==> src/rtl/ea_pkg.sv <==
package ea_pkg;

    localparam int MODE_W = 3;
    localparam int LEN_W  = 2;

    localparam logic [MODE_W-1:0] AM_ZPG  = 3'd0;
    localparam logic [MODE_W-1:0] AM_ABS  = 3'd1;
    localparam logic [MODE_W-1:0] AM_IDX  = 3'd2;
    localparam logic [MODE_W-1:0] AM_IDXP = 3'd3;
    localparam logic [MODE_W-1:0] AM_IDXO = 3'd4;
    localparam logic [MODE_W-1:0] AM_SPO  = 3'd5;

    typedef enum logic [1:0] {
        ST_IDLE    = 2'd0,
        ST_RESOLVE = 2'd1,
        ST_FAULT   = 2'd2
    } gen_state_t;

    typedef struct packed {
        logic             use_zpg;
        logic             use_abs;
        logic             use_hx;
        logic             use_hx_off;
        logic             use_sp_off;
        logic             post_inc;
        logic             illegal;
        logic [LEN_W-1:0] len;
    } mode_dec_t;

endpackage

==> src/rtl/ea_mode_decode.sv <==
module ea_mode_decode
    import ea_pkg::*;
(
    input  logic [MODE_W-1:0] mode,
    output mode_dec_t         dec
);

    always_comb begin
        dec = '0;
        case (mode)
            AM_ZPG: begin
                dec.use_zpg = 1'b1;
                dec.len     = 2'd2;
            end
            AM_ABS: begin
                dec.use_abs = 1'b1;
                dec.len     = 2'd3;
            end
            AM_IDX: begin
                dec.use_hx = 1'b1;
                dec.len    = 2'd1;
            end
            AM_IDXP: begin
                dec.use_hx   = 1'b1;
                dec.post_inc = 1'b1;
                dec.len      = 2'd2;
            end
            AM_IDXO: begin
                dec.use_hx_off = 1'b1;
                dec.len        = 2'd2;
            end
            AM_SPO: begin
                dec.use_sp_off = 1'b1;
                dec.len        = 2'd2;
            end
            default: begin
                dec.illegal = 1'b1;
                dec.len     = 2'd0;
            end
        endcase
    end

endmodule

==> src/rtl/ea_offset_adder.sv <==
module ea_offset_adder #(
    parameter int ADDR_W = 16,
    parameter int OFF_W  = 8
) (
    input  logic [ADDR_W-1:0] base,
    input  logic [OFF_W-1:0]  offset,
    output logic [ADDR_W-1:0] sum
);

    localparam int PAD_W = ADDR_W - OFF_W;

    logic [ADDR_W-1:0] offset_ext;

    // Unsigned offset: zero extension, carry out of the top bit is dropped.
    assign offset_ext = {{PAD_W{1'b0}}, offset};
    assign sum        = base + offset_ext;

endmodule

==> src/rtl/ea_addr_select.sv <==
module ea_addr_select
    import ea_pkg::*;
#(
    parameter int ADDR_W = 16,
    parameter int BYTE_W = 8
) (
    input  mode_dec_t          dec,
    input  logic [BYTE_W-1:0]  op_lo,
    input  logic [BYTE_W-1:0]  op_hi,
    input  logic [ADDR_W-1:0]  hx,
    input  logic [ADDR_W-1:0]  hx_sum,
    input  logic [ADDR_W-1:0]  sp_sum,
    output logic [ADDR_W-1:0]  ea
);

    localparam int PAD_W = ADDR_W - BYTE_W;
    localparam int ABS_W = 2 * BYTE_W;

    logic [ADDR_W-1:0] zpg_addr;
    logic [ADDR_W-1:0] abs_addr;

    assign zpg_addr = {{PAD_W{1'b0}}, op_lo};

    generate
        if (ABS_W >= ADDR_W) begin : g_abs_fit
            logic [ABS_W-1:0] abs_full;
            assign abs_full = {op_lo, op_hi};
            assign abs_addr = abs_full[ADDR_W-1:0];
        end else begin : g_abs_pad
            assign abs_addr = {{(ADDR_W-ABS_W){1'b0}}, op_lo, op_hi};
        end
    endgenerate

    // Decoder guarantees at most one select; illegal modes select nothing.
    always_comb begin
        ea = '0;
        if (dec.use_zpg)    ea = zpg_addr;
        if (dec.use_abs)    ea = abs_addr;
        if (dec.use_hx)     ea = hx;
        if (dec.use_hx_off) ea = hx_sum;
        if (dec.use_sp_off) ea = sp_sum;
    end

endmodule

==> src/rtl/ea_gen_unit.sv <==
module ea_gen_unit
    import ea_pkg::*;
#(
    parameter int ADDR_W = 16,
    parameter int BYTE_W = 8
) (
    input  logic              clk,
    input  logic              rst_n,
    input  logic              req_valid,
    input  logic [2:0]        req_mode,
    input  logic [7:0]        op_byte0,
    input  logic [7:0]        op_byte1,
    input  logic [15:0]       hx_in,
    input  logic [15:0]       sp_in,
    output logic              res_valid,
    output logic [15:0]       ea_out,
    output logic [1:0]        instr_len,
    output logic [15:0]       hx_wb_data,
    output logic              hx_wb_en,
    output logic              bad_mode
);

    localparam int N_LANES = 3;
    localparam int LANE_HX = 0;
    localparam int LANE_SP = 1;
    localparam int LANE_PI = 2;
    localparam logic [BYTE_W-1:0] STEP = {{(BYTE_W-1){1'b0}}, 1'b1};

    mode_dec_t  dec;
    gen_state_t state_q, state_d;

    logic [ADDR_W-1:0] lane_base [N_LANES];
    logic [BYTE_W-1:0] lane_off  [N_LANES];
    logic [ADDR_W-1:0] lane_sum  [N_LANES];
    logic [ADDR_W-1:0] ea_comb;

    logic [ADDR_W-1:0] ea_q;
    logic [LEN_W-1:0]  len_q;
    logic [ADDR_W-1:0] wbd_q;
    logic              pinc_q;

    ea_mode_decode u_dec (
        .mode (req_mode),
        .dec  (dec)
    );

    // Lane inputs: H:X plus offset, SP plus offset, H:X plus one.
    always_comb begin
        lane_base[LANE_HX] = hx_in;
        lane_off[LANE_HX]  = op_byte0;
        lane_base[LANE_SP] = sp_in;
        lane_off[LANE_SP]  = op_byte0;
        lane_base[LANE_PI] = hx_in;
        lane_off[LANE_PI]  = STEP;
    end

    generate
        for (genvar g = 0; g < N_LANES; g++) begin : g_lane
            ea_offset_adder #(
                .ADDR_W (ADDR_W),
                .OFF_W  (BYTE_W)
            ) u_add (
                .base   (lane_base[g]),
                .offset (lane_off[g]),
                .sum    (lane_sum[g])
            );
        end
    endgenerate

    ea_addr_select #(
        .ADDR_W (ADDR_W),
        .BYTE_W (BYTE_W)
    ) u_sel (
        .dec    (dec),
        .op_lo  (op_byte0),
        .op_hi  (op_byte1),
        .hx     (hx_in),
        .hx_sum (lane_sum[LANE_HX]),
        .sp_sum (lane_sum[LANE_SP]),
        .ea     (ea_comb)
    );

    // Next-state logic: a request is taken in every state.
    always_comb begin
        state_d = ST_IDLE;
        unique case (state_q)
            ST_IDLE, ST_RESOLVE, ST_FAULT: begin
                if (req_valid) state_d = dec.illegal ? ST_FAULT : ST_RESOLVE;
                else           state_d = ST_IDLE;
            end
            default: state_d = ST_IDLE;
        endcase
    end

    // State register.
    always_ff @(posedge clk or negedge rst_n) begin
        if (!rst_n) state_q <= ST_IDLE;
        else        state_q <= state_d;
    end

    // Result capture.
    always_ff @(posedge clk or negedge rst_n) begin
        if (!rst_n) begin
            ea_q   <= '0;
            len_q  <= '0;
            wbd_q  <= '0;
            pinc_q <= 1'b0;
        end else if (req_valid) begin
            ea_q   <= ea_comb;
            len_q  <= dec.len;
            wbd_q  <= lane_sum[LANE_PI];
            pinc_q <= dec.post_inc;
        end
    end

    // Output decode by state.
    always_comb begin
        res_valid  = 1'b0;
        ea_out     = ea_q;
        instr_len  = len_q;
        hx_wb_data = wbd_q;
        hx_wb_en   = 1'b0;
        bad_mode   = 1'b0;
        unique case (state_q)
            ST_IDLE: begin
                res_valid = 1'b0;
            end
            ST_RESOLVE: begin
                res_valid = 1'b1;
                hx_wb_en  = pinc_q;
            end
            ST_FAULT: begin
                res_valid = 1'b1;
                bad_mode  = 1'b1;
                ea_out    = '0;
                instr_len = '0;
            end
            default: begin
                res_valid = 1'b0;
            end
        endcase
    end

endmodule

==> config.mk <==
export PLATFORM = sky130hd
export DESIGN_NAME = ea_gen_unit
export DESIGN_NICKNAME = d
export VERILOG_FILES = /design/src/rtl/ea_pkg.sv /design/src/rtl/ea_mode_decode.sv /design/src/rtl/ea_offset_adder.sv /design/src/rtl/ea_addr_select.sv /design/src/rtl/ea_gen_unit.sv
export SDC_FILE = /design/constraint.sdc
export NUM_CORES = 1
export LEC_CHECK = 0
export BUFFER_PORTS_ARGS = -buffer_cell sky130_fd_sc_hd__buf_2
export CAP_MARGIN = 20
export CORE_ASPECT_RATIO = 1.2
export CORE_MARGIN = 2
export CORE_UTILIZATION = 45
export CTS_CLUSTER_DIAMETER = 80
export DETAILED_ROUTE_END_ITERATION = 10
export PLACE_DENSITY = 0.8
export SLEW_MARGIN = 20
export SYNTH_ARGS = -nofsm -noshare
export SYNTH_HDL_FRONTEND = slang
export SYNTH_SLANG_ARGS = --single-unit
==> constraint.sdc <==
create_clock -name clk -period 2.43 [get_ports clk]
set_clock_uncertainty 0.1 [all_clocks]
set_input_delay 0.486 -clock clk [delete_from_list [all_inputs] [get_ports clk]]
set_output_delay 0.486 -clock clk [all_outputs]
set_load 0.01 [all_outputs]
== Yosys cells after proc, flatten, opt, wreduce, memory -nomap -nowiden ==
Index checks and enable logic that the tools add are counted.

* Bits in registers: 37
* Bits of input ports: 54
* Word-level logic and storage cells: 42

* Add/subtract/negate cells: 3
* Equality and inequality tests: 7
* Mux-type cells: 20
* Reduce and logical (&&, ||, !) cells: 7

{| class="wikitable"
|+ Operators by type and width
! cell !! count
|-
| 16-bit 2-to-1 mux || 5
|-
| 16-bit by 8-bit adder with 16-bit output || 2
|-
| 16-bit by 1-bit adder with 16-bit output, second input constant || 1
|-
| 1-bit 2-to-1 mux || 9
|-
| 2-bit 2-to-1 mux || 4
|-
| 8-bit 2-to-1 mux || 1
|-
| 3-bit by 2-bit == test with 1-bit output, second input constant || 2
|-
| 3-bit == test, second input constant || 2
|-
| 2-bit one-hot mux with 3 select lines || 1
|-
| 6-bit OR reduction || 1
|-
| 2-bit OR reduction || 2
|-
| 4-bit OR reduction || 1
|-
| 3-bit by 1-bit == test with 1-bit output, second input constant || 1
|-
| 3-bit zero test || 1
|-
| 3-bit OR reduction || 1
|-
| 2-bit by 1-bit == test with 1-bit output, second input constant || 1
|-
| 2-bit == test, second input constant || 1
|-
| 2-bit zero test || 1
|}

== Depth between registers and ports, before layout ==
Gate-level depths: netlist of the first run.

* Word-level depth: 7
* Mapped depth: 7
* Gate-level depth less buffers: 7

== Modules after synthesis ==
A second synthesis of the first run with hierarchy kept.

* Cells, all modules: 394
* Area, all modules: 3787.4 um^2

{| class="wikitable"
|+ By module, submodules not included
! module !! times used !! cells an instance !! area each (um^2)
|-
| ea_gen_unit || 1 || 106 || 1687.9
|-
| ea_offset_adder || 3 || 62 || 490.5
|-
| ea_addr_select || 1 || 89 || 554.3
|-
| ea_mode_decode || 1 || 13 || 73.8
|}

== Least setup slack after synthesis of the first run ==
Ideal clock, no wire load.

* Path type: input -> register
* From: in op_byte0[0]
* To: reg ea_q[14]
* Setup time: 0.090 ns
* Arrival time: 2.301 ns
* Required time: 2.240 ns
* Slack: -0.061 ns
* Stages: 7
* Path buffers: 0
* Cells stage by stage: ha_1 fa_1 a211oi_2 o211ai_2 nor4bb_1 or4b_1 o221ai_1

* Cells in the longest elaborated chain, start to end: 3

{| class="wikitable"
|+ Ends and longest elaborated chain
! what !! line !! text
|-
| start, declared || ea_gen_unit.sv:11 || <nowiki>input logic [7:0] op_byte0,</nowiki>
|-
| 16-bit by 8-bit adder with 16-bit output || ea_offset_adder.sv:16 || <nowiki>assign sum = base + offset_ext;</nowiki>
|-
| 16-bit 2-to-1 mux || ea_addr_select.sv:40 || <nowiki>if (dec.use_hx_off) ea = hx_sum;</nowiki>
|-
| 16-bit 2-to-1 mux (*) || ea_addr_select.sv:41 || <nowiki>if (dec.use_sp_off) ea = sp_sum;</nowiki>
|-
| end signal, assigned || ea_gen_unit.sv:109 || <nowiki>ea_q <= ea_comb;</nowiki>
|-
| end, declared || ea_gen_unit.sv:37 || <nowiki>logic [ADDR_W-1:0] ea_q;</nowiki>
|}

Every way passes the cells marked *; elsewhere a longest branch is shown, timed or not.
A chain may end at the register's enable or synchronous reset.

== Worst setup path in the final report of the first run ==
* From: in op_byte0[3]
* To: reg ea_q[5]

Same word-level chain as after synthesis.

==> results.rst, run 1 <==
.. list-table::
   :header-rows: 1

   * - Metric
     - Value
   * - Critical path type
     - in2reg
   * - Xor-xnor portion of the synthesized cell area
     - 0.0599
   * - Distinct cell type count of the synthesized netlist
     - 73
   * - Switching Share
     - 0.357
   * - Run status
     - finished, final reports clean
   * - Max-cap violation count
     - 0
   * - Post-synthesis simple-gate area fraction
     - 0.246
   * - Final count of negative-setup-slack endpoints
     - 0
   * - Largest voltage drop on the vdd net
     - roughly 220 uV
   * - Leakage
     - ~0.0021 uW
   * - Setup repair after global routing missed its margin
     - no
   * - Post-detailed-placement half-perimeter wirelength
     - 8.57 mm
   * - Initial antenna violation count
     - 0
   * - Nets
     - 631
   * - Number of instances in the synthesized netlist
     - 423
   * - First drt pass iteration count
     - 5
   * - Core area
     - about 7600 um^2
   * - Post-synthesis compound-gate area fraction
     - 0.245
   * - Arrival time at the worst endpoint
     - around 2.4 ns
   * - Most common library cells after synthesis
     - 51 x sky130_fd_sc_hd__nor2_1, 37 x sky130_fd_sc_hd__dfrtp_1, 35 x sky130_fd_sc_hd__a21oi_1
   * - Clock input transition at the sequential cells of the worst setup and hold paths
     - around 0.070 ns
   * - CTS Hold Bufs
     - 0
   * - Max-slew violation count
     - 0
   * - Final global-route overflow total
     - 0
   * - Post-synth EDFFs
     - 0
   * - Aggregate routed wire length
     - 10.8 mm
   * - Sequential share of the synthesized area
     - 0.264
   * - Layout cell share with drive strength beyond 1
     - 0.309
   * - Synthesized cell area
     - 3510 um^2
   * - Internal cell power
     - ~1200 uW
   * - Cell Pwr Density
     - roughly 430 nW/um^2
   * - Detailed-route vias per instance
     - about 6
   * - Row Count
     - 35
   * - TritonCTS Sinks
     - 37
   * - Combinational power share
     - 0.411
   * - Post-Place Cells
     - 640
   * - GRT Overall Usage
     - 0.260
   * - Rel. slew slack
     - 0.430
   * - CP Capture Type
     - flop
   * - Syn_area_per_cell
     - around 8.3 um^2
   * - YS warnings
     - 0
   * - Average wire per cell in the routed design
     - 16.6 um
   * - Most used DFF post-synth
     - sky130_fd_sc_hd__dfrtp_1
   * - Share of power burned in registers
     - 0.370
   * - Total of buffers placed on input and output ports
     - 90
   * - Largest fanout on the critical path
     - 6
   * - Count of routing violations after the opening detailed-route iteration
     - roughly 310
   * - Highest Clock Rate
     - around 0.43 GHz
   * - Share of cell area taken by muxes after synthesis
     - 0.0467
   * - Die H
     - approximately 100 um
   * - Number of global-route vias before repair
     - between 3k and 4k
   * - Net Switching
     - around 690 uW
   * - TritonCTS clock tree
     - done
   * - Count of endpoints failing hold in the final timing report
     - 0
   * - Flip-flop and latch count after synthesis
     - 37
   * - Number of buffers created by CTS
     - 5
   * - Post-Syn Nets
     - 499
   * - Latest clock arrival within the worst-skew pair
     - ~0.29 ns
   * - Portion of synthesized cell area occupied by the leading cell type
     - 0.264
   * - Via Count
     - around 3.8k
   * - Final Power
     - just under 2000 uW
   * - Cell accounting for the most synthesized area
     - sky130_fd_sc_hd__dfrtp_1
   * - Syn-to-layout area delta
     - 27.7%
   * - Ys async rst share
     - 1.00
   * - Clock root buffer
     - sky130_fd_sc_hd__clkbuf_8
   * - Library cell with the highest instance count after synthesis
     - sky130_fd_sc_hd__nor2_1
   * - Hold Crit Class
     - in2async
   * - First-pass GRT wire length
     - 18.0 mm
   * - Number of non-filler instances in the completed layout
     - about 650
   * - DIE AREA
     - 8530 um^2
   * - Clock network fraction of design power
     - 0.219
   * - Crit path launch type
     - input pin
   * - Adder-cell share of the synthesized area
     - 0.0827
   * - Die X-Extent
     - 84.6 um
   * - Cell types with the largest area share after synthesis
     - sky130_fd_sc_hd__dfrtp_1 26%, sky130_fd_sc_hd__ha_1 7.1%, sky130_fd_sc_hd__nor2_1 5.5%
   * - Clock buffer depth
     - 2
   * - Dominant combinational cell family by area after synthesis
     - simple AND/OR/NAND/NOR gates
   * - Antenna diodes
     - 0
   * - Detailed-route DRC error count
     - 0
   * - Required time reported for the critical path endpoint
     - between 2 and 2.5 ns
   * - Min Tclk post-route
     - approximately 2.4 ns
   * - Initial standard-cell utilization of the core
     - 0.461
   * - Post-DRT Antenna Nets
     - 0
   * - I/O Pins
     - between 90 and 100
   * - Tightest Pin Transition
     - 0.854 ns
   * - Routability congestion estimate
     - between 0.9 and 1
   * - Pin count of the biggest net entering global routing
     - 38
   * - H-tree lvl count
     - 2
   * - Final Cycle Share
     - 0.967
[flip-flops by register name, summed over array words and instances (netlist names)]
name        flops
hx_wb_data     16
len_q           2
state_q         2
pinc_q          1
ea_q           16
[path summary, 6_finish.rpt]
kind,slack (ns),start,cells after the start,end
setup / recovery,0.08,op_byte0[3],8,ea_q[5]
hold / removal,0.20,rst_n,1,ea_q[1]
min in group clk,0.38,ea_q[0],1,ea_q[0]
setup reg to reg,1.33,state_q[0],3,state_q[0]
max in group asynchronous,1.49,rst_n,1,hx_wb_data[14]
hold reg to reg,0.38,ea_q[0],1,ea_q[0]
[critical path: stages]
cell,delay [ns]
sky130_fd_sc_hd__buf_2,0.11
sky130_fd_sc_hd__ha_1,0.35
sky130_fd_sc_hd__and3_1,0.19
sky130_fd_sc_hd__a221o_1,0.38
sky130_fd_sc_hd__buf_4,0.17
sky130_fd_sc_hd__xor2_1,0.14
sky130_fd_sc_hd__a221oi_1,0.45
sky130_fd_sc_hd__a21oi_1,0.13
[placed cells by master (no fill, tap or decap), drive strengths merged, types with 8 or more instances in the layout]
| master | n |
|---|---|
| xor2 | 12 |
| buf | 150 |
| nand2 | 27 |
| a21o | 8 |
| mux2i | 13 |
| xnor2 | 12 |
| a21oi | 36 |
| o21ai | 12 |
| a41oi | 8 |
| nor2 | 51 |
| nand3 | 16 |
| ha | 20 |
| dfrtp | 37 |
| inv | 15 |
| nor2b | 20 |
[metal layers]
| metal | track usage | routed length [um] | vias up |
|---|---|---|---|
| li1 | - | - | 1824 |
| met3 | 0.0295 | 628 | 34 |
| met4 | 0.116 | 393 | 0 |
| met5 | 0 | 0 | - |
| met2 | 0.432 | 5080 | 151 |
| met1 | 0.340 | 4670 | 1780 |
[timing repair]
action                                  4_1_cts  5_1_grt
endpoints found under the hold margin         0        0
setup buffers                                 0        0
resized for setup                             0        3
endpoints found under the setup margin        0        2
[area by class of cell]
cell class | instances | area [um^2]
Inverter | 15 | 56.3
Multi-Input combinational cell | 346 | 2400
Timing Repair Buffer | 150 | 901
Sequential cell | 37 | 926
Tap cell | 92 | 115
Clock inverter | 2 | 10.0
Fill cell | 726 | 3140
Clock buffer | 6 | 72.6
[kinds of logic (layout without fill, tap and decap cells)]
family / after synthesis / after routing
simple gates: 165 / 165
buf+inv: 40 / 173
fa+ha+maj: 22 / 22
xor+xnor: 24 / 24
compound gates: 119 / 119
mux: 16 / 16
flops: 37 / 37
[through the flow]
step / util / area (um^2) / TNS, ns / worst slack [ns] / hold slack, ns
after floorplan: - / 3510 / 0 / 0.0396 / 0.0904
after global placement: 0.576 / 4390 / -0.895 / -0.160 / 0.355
after detailed placement: 0.576 / 4390 / -1.43 / -0.246 / 0.363
after CTS: 0.587 / 4470 / 0 / 0.0656 / 0.225
after global routing: 0.588 / 4480 / 0 / 0.00399 / 0.260
final: 0.588 / 4480 / 0 / 0.0792 / 0.197
[power by group through the flow]
stage | Sequential [uW] | Combinational, uW | Clock, uW
after floorplan | 733 | 434 | 0
after global placement | 727 | 762 | 0
after detailed placement | 730 | 783 | 0
after CTS | 718 | 788 | 432
after global routing | 727 | 875 | 451
final | 718 | 797 | 424
Note: power is estimated with default switching activity, not from simulation.
==> run 2, diff against run 1 <==
BUFFER_PORTS_ARGS = not set   (was -buffer_cell sky130_fd_sc_hd__buf_2)
DONT_BUFFER_PORTS = 1   (was not set)
PLACE_DENSITY = 0.7   (was 0.8)
==> run 2 against run 1 <==
Effect of this change: sequential power grew 2%; worst setup slack improved by 0.19 ns; via count fell by 14%; total power fell by 1.2%; flip-flop and latch count unchanged; register-to-register slack gained 0.05 ns; global-route usage shrank 1.7 points; non-clock buffer count shrank 127; hold slack worse by 0.018 ns; routed wire length is 5.3% lower; die area is the same; clock power increased by 52%.
==> results.rst, run 2 (same netlist as run 1, synthesis figures left out) <==
.. list-table::
   :header-rows: 1

   * - Metric
     - Value
   * - Nets
     - approximately 500
   * - Pin count of the biggest net entering global routing
     - 71
   * - Initial standard-cell utilization of the core
     - 0.461
   * - Largest fanout on the critical path
     - 5
   * - Initial antenna violation count
     - 0
   * - CP Capture Type
     - flop
   * - Final core utilization
     - 0.500
   * - Aggregate routed wire length
     - just over 10 mm
   * - Count of endpoints failing hold in the final timing report
     - 0
   * - I/O Pins
     - 91
   * - Crit path launch type
     - input pin
   * - Clock input transition at the sequential cells of the worst setup and hold paths
     - around 0.08 ns
   * - Run status
     - finished, final reports clean
   * - Most frequent cells in the layout
     - 51 x sky130_fd_sc_hd__nor2_1, 37 x sky130_fd_sc_hd__dfrtp_1, 35 x sky130_fd_sc_hd__a21oi_1
   * - Max-cap violation count
     - 0
   * - Post-detailed-placement half-perimeter wirelength
     - approximately 7.7 mm
   * - Antenna diodes
     - 0
   * - GRT Overall Usage
     - 0.243
   * - Min Hold Slack
     - approximately 0.18 ns
   * - Leakage
     - between 0.0015 and 0.002 uW
   * - Met2 capacity usage during global routing
     - 0.402
   * - Worst hold stages
     - 1
   * - Highest Clock Rate
     - between 0.4 and 0.5 GHz
   * - TritonCTS clock tree
     - done
   * - Average wire per cell in the routed design
     - around 20 um
   * - Buffer count from post-CTS setup fixing
     - 0
   * - Die X-Extent
     - around 85 um
   * - Met3 demand-to-capacity share in global routing
     - 0.0622
   * - GR met1 Demand/Resource
     - 0.315
   * - Tightest Pin Transition
     - around 0.48 ns
   * - Clock buffer depth
     - 2
   * - Detailed-route vias per instance
     - around 6.3
   * - Min Tclk post-route
     - 2.16 ns
   * - Critical path type
     - in2reg
   * - Arrival time at the worst endpoint
     - ~2.2 ns
   * - Hold Crit Class
     - in2reg
   * - Layout cell share with drive strength beyond 1
     - 0.103
   * - Cell Pwr Density
     - between 500 and 600 nW/um^2
   * - Die H
     - about 100 um
   * - First-pass GRT wire length
     - 16.5 mm
   * - Clock root buffer
     - sky130_fd_sc_hd__clkbuf_8
   * - Busiest layer in global routing
     - met2
   * - Latest clock arrival within the worst-skew pair
     - 0.29 ns
   * - Number of buffers created by CTS
     - 5
   * - Number of cell instances on the worst register-to-register path
     - 3
   * - Number of global-route vias before repair
     - 3,169
   * - First drt pass iteration count
     - 4
   * - Final Cycle Share
     - 0.889
   * - Count of routing violations after the opening detailed-route iteration
     - around 230
   * - Final global-route overflow total
     - 0
   * - Total of buffers placed on input and output ports
     - 0
   * - Setup repair after global routing missed its margin
     - no
   * - Pre-CTS worst setup slack
     - -0.0147 ns
   * - Final count of negative-setup-slack endpoints
     - 0
   * - Rel. slew slack
     - 0.678
   * - Required time reported for the critical path endpoint
     - roughly 2.5 ns
   * - Final Power
     - 1910 uW
   * - Core area
     - 7620 um^2
   * - DIE AREA
     - between 8000 and 9000 um^2
   * - H-tree lvl count
     - 2
   * - Via Count
     - roughly 3.3k
   * - Leading cell type in the layout, fill and taps excluded
     - sky130_fd_sc_hd__nor2_1
   * - Post-DRT Antenna Nets
     - 0
   * - TritonCTS Sinks
     - 37
   * - Min setup slack post-route
     - between 0.2 and 0.3 ns
   * - Syn-to-layout area delta
     - 8.59%
   * - Max-slew violation count
     - 0
   * - Detailed-route DRC error count
     - 0
   * - Largest voltage drop on the vdd net
     - approximately 440 uV
   * - Routability congestion estimate
     - 0.889
   * - Row Count
     - 35
run 2: cell count changes in the layout (fill, tap and decap cells not counted), sizes merged:
cell         delta
dlygate4sd3     +1
clkbuf          -1
clkinv          -1
bufinv          +2
buf           -128
run 2: power breakdown:
group | internal (uW) | switching, uW | leakage [uW]
sequential | 682 | 51.9 | 0.000433
combinational | 247 | 289 | 0.00108
clock | 408 | 236 | 0.0000681
run 2: path summary, 6_finish.rpt:
check,startpoint,to,slack (ns)
min in group asynchronous,rst_n,ea_q[6],0.56
hold reg to reg,ea_q[0],ea_q[0],0.38
max in group asynchronous,rst_n,ea_q[3],1.46
setup / recovery,op_byte0[3],ea_q[5],0.27
hold / removal,hx_in[0],hx_wb_data[0],0.18
setup reg to reg,state_q[0],state_q[0],1.38
run 2: cell type report:
class                   count  area, um^2
flip-flops and latches     37         926
clock inverters             3        65.1
inverters                  15        56.3
clock buffers               5        68.8
fillers                   758        3810
repair buffers             23         188
multi-input cells         346        2390
well taps                  92         115
run 2: what timing repair did:
item	in CTS	in global routing
hold endpoints to repair	37	0
setup endpoints to repair	0	1
hold buffers	2	0
gates resized for setup	0	1
run 2: critical path, cell delays in order:
cell                       delay (ns)
sky130_fd_sc_hd__ha_1            0.32
sky130_fd_sc_hd__and3_1          0.19
sky130_fd_sc_hd__a221o_1         0.44
sky130_fd_sc_hd__xor2_1          0.19
sky130_fd_sc_hd__a221oi_1        0.48
sky130_fd_sc_hd__a21oi_1         0.12
run 2: stage by stage:
| stage | instances | cell area (um^2) | setup TNS (ns) |
|---|---|---|---|
| after global routing | 521 | 3810 | 0 |
| after floorplan | 423 | 3510 | 0 |
| after CTS | 521 | 3810 | 0 |
| final | 521 | 3810 | 0 |
| after detailed placement | 511 | 3650 | -0.0147 |
| after global placement | 511 | 3650 | 0 |
run 2: routing by layer:
| metal | vias to the layer above | wire, um |
|---|---|---|
| li1 | 1572 | - |
| met5 | - | 0 |
| met1 | 1557 | 4330 |
| met3 | 19 | 828 |
| met2 | 118 | 4780 |
| met4 | 0 | 265 |
==> run 3, diff against run 2 <==
==> constraint.sdc (replaced) <==
create_clock -name clk -period 2.7 [get_ports clk]
set_clock_uncertainty 0.1 [all_clocks]
set_input_delay 0.405 -clock clk [delete_from_list [all_inputs] [get_ports clk]]
set_output_delay 0.405 -clock clk [all_outputs]
set_load 0.01 [all_outputs]
==> run 3 against run 2 <==
Effect of this change: non-clock buffer count fell by 15; sequential share of layout area increased by 1.1 points; largest power group unchanged; critical path type unchanged; sequential power decreased by 10%; register-to-register slack better by 0.28 ns; flip-flop and latch count did not move; critical endpoint is now ea_q[12]; largest cell class unchanged.
==> results.rst, run 3 (same netlist as run 1, synthesis figures left out) <==
.. list-table::
   :header-rows: 1

   * - Metric
     - Value
   * - Run status
     - finished, final reports clean
   * - Most frequent cells in the layout
     - 51 x sky130_fd_sc_hd__nor2_1, 37 x sky130_fd_sc_hd__dfrtp_1, 35 x sky130_fd_sc_hd__a21oi_1
   * - Cell Pwr Density
     - a little over 400 nW/um^2
   * - Initial antenna violation count
     - 0
   * - I/O Pins
     - slightly above 90
   * - Pre-CTS worst setup slack
     - approximately 0.21 ns
   * - Die H
     - between 100 and 150 um
   * - Arrival time at the worst endpoint
     - approximately 2.3 ns
   * - Setup repair after global routing missed its margin
     - no
   * - Post-DRT Antenna Nets
     - 0
   * - Via Count
     - between 3k and 4k
   * - Post-route setup TNS
     - 0 ns
   * - CP Capture Type
     - flop
   * - First drt pass iteration count
     - 5
   * - Core area
     - approximately 7600 um^2
   * - Max-slew violation count
     - 0
   * - Row Count
     - 35
   * - Number of buffers created by CTS
     - 5
   * - Detailed-route vias per instance
     - 6.32
   * - Aggregate routed wire length
     - between 9 and 10 mm
   * - Nets
     - between 400 and 500
   * - H-tree lvl count
     - 2
   * - Number of global-route vias before repair
     - around 3.1k
   * - Final Cycle Share
     - 0.811
   * - Tightest Pin Transition
     - ~0.57 ns
   * - Leakage
     - between 0.001 and 0.0015 uW
   * - Leading cell type in the layout, fill and taps excluded
     - sky130_fd_sc_hd__nor2_1
   * - Clock root buffer
     - sky130_fd_sc_hd__clkbuf_8
   * - Min Tclk post-route
     - about 2.2 ns
   * - TritonCTS Sinks
     - 37
   * - Largest fanout on the critical path
     - 7
   * - Die X-Extent
     - about 85 um
   * - Detailed-route DRC error count
     - 0
   * - Rel. slew slack
     - 0.622
   * - Hold Crit Class
     - in2reg
   * - Critical path type
     - in2reg
   * - Routability congestion estimate
     - ~0.89
   * - Antenna diodes
     - 0
   * - Max-cap violation count
     - 0
   * - Initial standard-cell utilization of the core
     - 0.461
   * - Crit path launch type
     - input pin
   * - Count of endpoints failing hold in the final timing report
     - 0
   * - Buffer count from post-CTS setup fixing
     - 0
   * - Post-detailed-placement half-perimeter wirelength
     - 7.52 mm
   * - Clock buffer depth
     - 2
   * - Pin count of the biggest net entering global routing
     - between 70 and 80
   * - Total of buffers placed on input and output ports
     - 0
   * - Clock input transition at the sequential cells of the worst setup and hold paths
     - 0.07 ns
   * - First-pass GRT wire length
     - 15.8 mm
   * - Largest voltage drop on the vdd net
     - about 250 uV
   * - Latest clock arrival within the worst-skew pair
     - just under 0.3 ns
   * - Final global-route overflow total
     - 0
   * - Required time reported for the critical path endpoint
     - between 2 and 3 ns
   * - DIE AREA
     - between 8000 and 9000 um^2
   * - Layout cell share with drive strength beyond 1
     - 0.0628
   * - Count of routing violations after the opening detailed-route iteration
     - 215
   * - TritonCTS clock tree
     - done
   * - GRT Overall Usage
     - 0.234
   * - Min setup slack post-route
     - approximately 0.5 ns
   * - Average wire per cell in the routed design
     - about 20 um
   * - Final count of negative-setup-slack endpoints
     - 0
   * - Highest Clock Rate
     - ~0.46 GHz
   * - Syn-to-layout area delta
     - 3.78%
-- run 3: cell count changes in the layout (fill, tap and decap cells not counted), sizes merged --
| cell | delta |
|---|---|
| buf | -15 |
| bufinv | -2 |
| clkbuf | +1 |
| clkinv | +1 |
-- run 3: repair_timing --
item                                   4_1_cts  5_1_grt
resized for setup                            0        0
hold buffers                                 2        0
endpoints found under the hold margin       37        0
-- run 3: critical path, cell delays in order --
cell and delay (ns):
sky130_fd_sc_hd__ha_1 0.21, sky130_fd_sc_hd__fa_1 0.40, sky130_fd_sc_hd__a21oi_1 0.21, sky130_fd_sc_hd__o2111ai_1 0.30, sky130_fd_sc_hd__and4_2 0.35, sky130_fd_sc_hd__a221oi_1 0.28, sky130_fd_sc_hd__a21oi_1 0.10
-- run 3: per-layer routing --
metal / track usage / part of all wire / vias up
met5: 0 / 0 / -
met4: 0.0659 / 0.025 / 0
met3: 0.0500 / 0.083 / 19
met2: 0.389 / 0.47 / 114
met1: 0.307 / 0.42 / 1513
li1: - / - / 1550
-- run 3: worst paths after layout --
kind | startpoint | endpoint | slack (ns) | cells after the start
worst max-delay path | op_byte0[0] | ea_q[12] | 0.51 | 7
worst min-delay path | req_mode[1] | state_q[0] | 0.10 | 1
worst max register to register | state_q[0] | state_q[0] | 1.66 | 3
worst min register to register | ea_q[0] | ea_q[0] | 0.37 | 1
max in group asynchronous | rst_n | hx_wb_data[6] | 1.82 | 2
min in group asynchronous | rst_n | ea_q[6] | 0.48 | 2
-- run 3: stage by stage --
| step | area [um^2] | hold WS (ns) | utilization | std cells | total power (uW) |
|---|---|---|---|---|---|
| 6_report | 3640 | 0.101 | 0.478 | 506 | 1490 |
| 5_1_grt | 3640 | 0.0877 | 0.478 | 506 | 1580 |
| 4_1_cts | 3640 | 0.0931 | 0.478 | 506 | 1500 |
| 3_5_place_dp | 3530 | 0.00989 | 0.463 | 496 | 1110 |
| 3_3_place_gp | 3530 | 0.0101 | 0.463 | 496 | 1090 |
| 2_1_floorplan | 3510 | 0.00941 | - | 423 | 1050 |
-- run 3: final cells by class --
| class | instances | area (um^2) |
|---|---|---|
| Fill cell | 761 | 3980 |
| Multi-Input combinational cell | 346 | 2390 |
| Sequential cell | 37 | 926 |
| Tap cell | 92 | 115 |
| Timing Repair Buffer | 8 | 75.1 |
| Clock buffer | 6 | 72.6 |
| Inverter | 15 | 56.3 |
| Clock inverter | 2 | 10.0 |
-- run 3: power breakdown --
group	total, uW	internal [uW]	leakage (uW)	switching [uW]
Combinational	453	198	0.00101	254
Sequential	659	614	0.000433	45.2
Clock	375	179	0.0000450	196
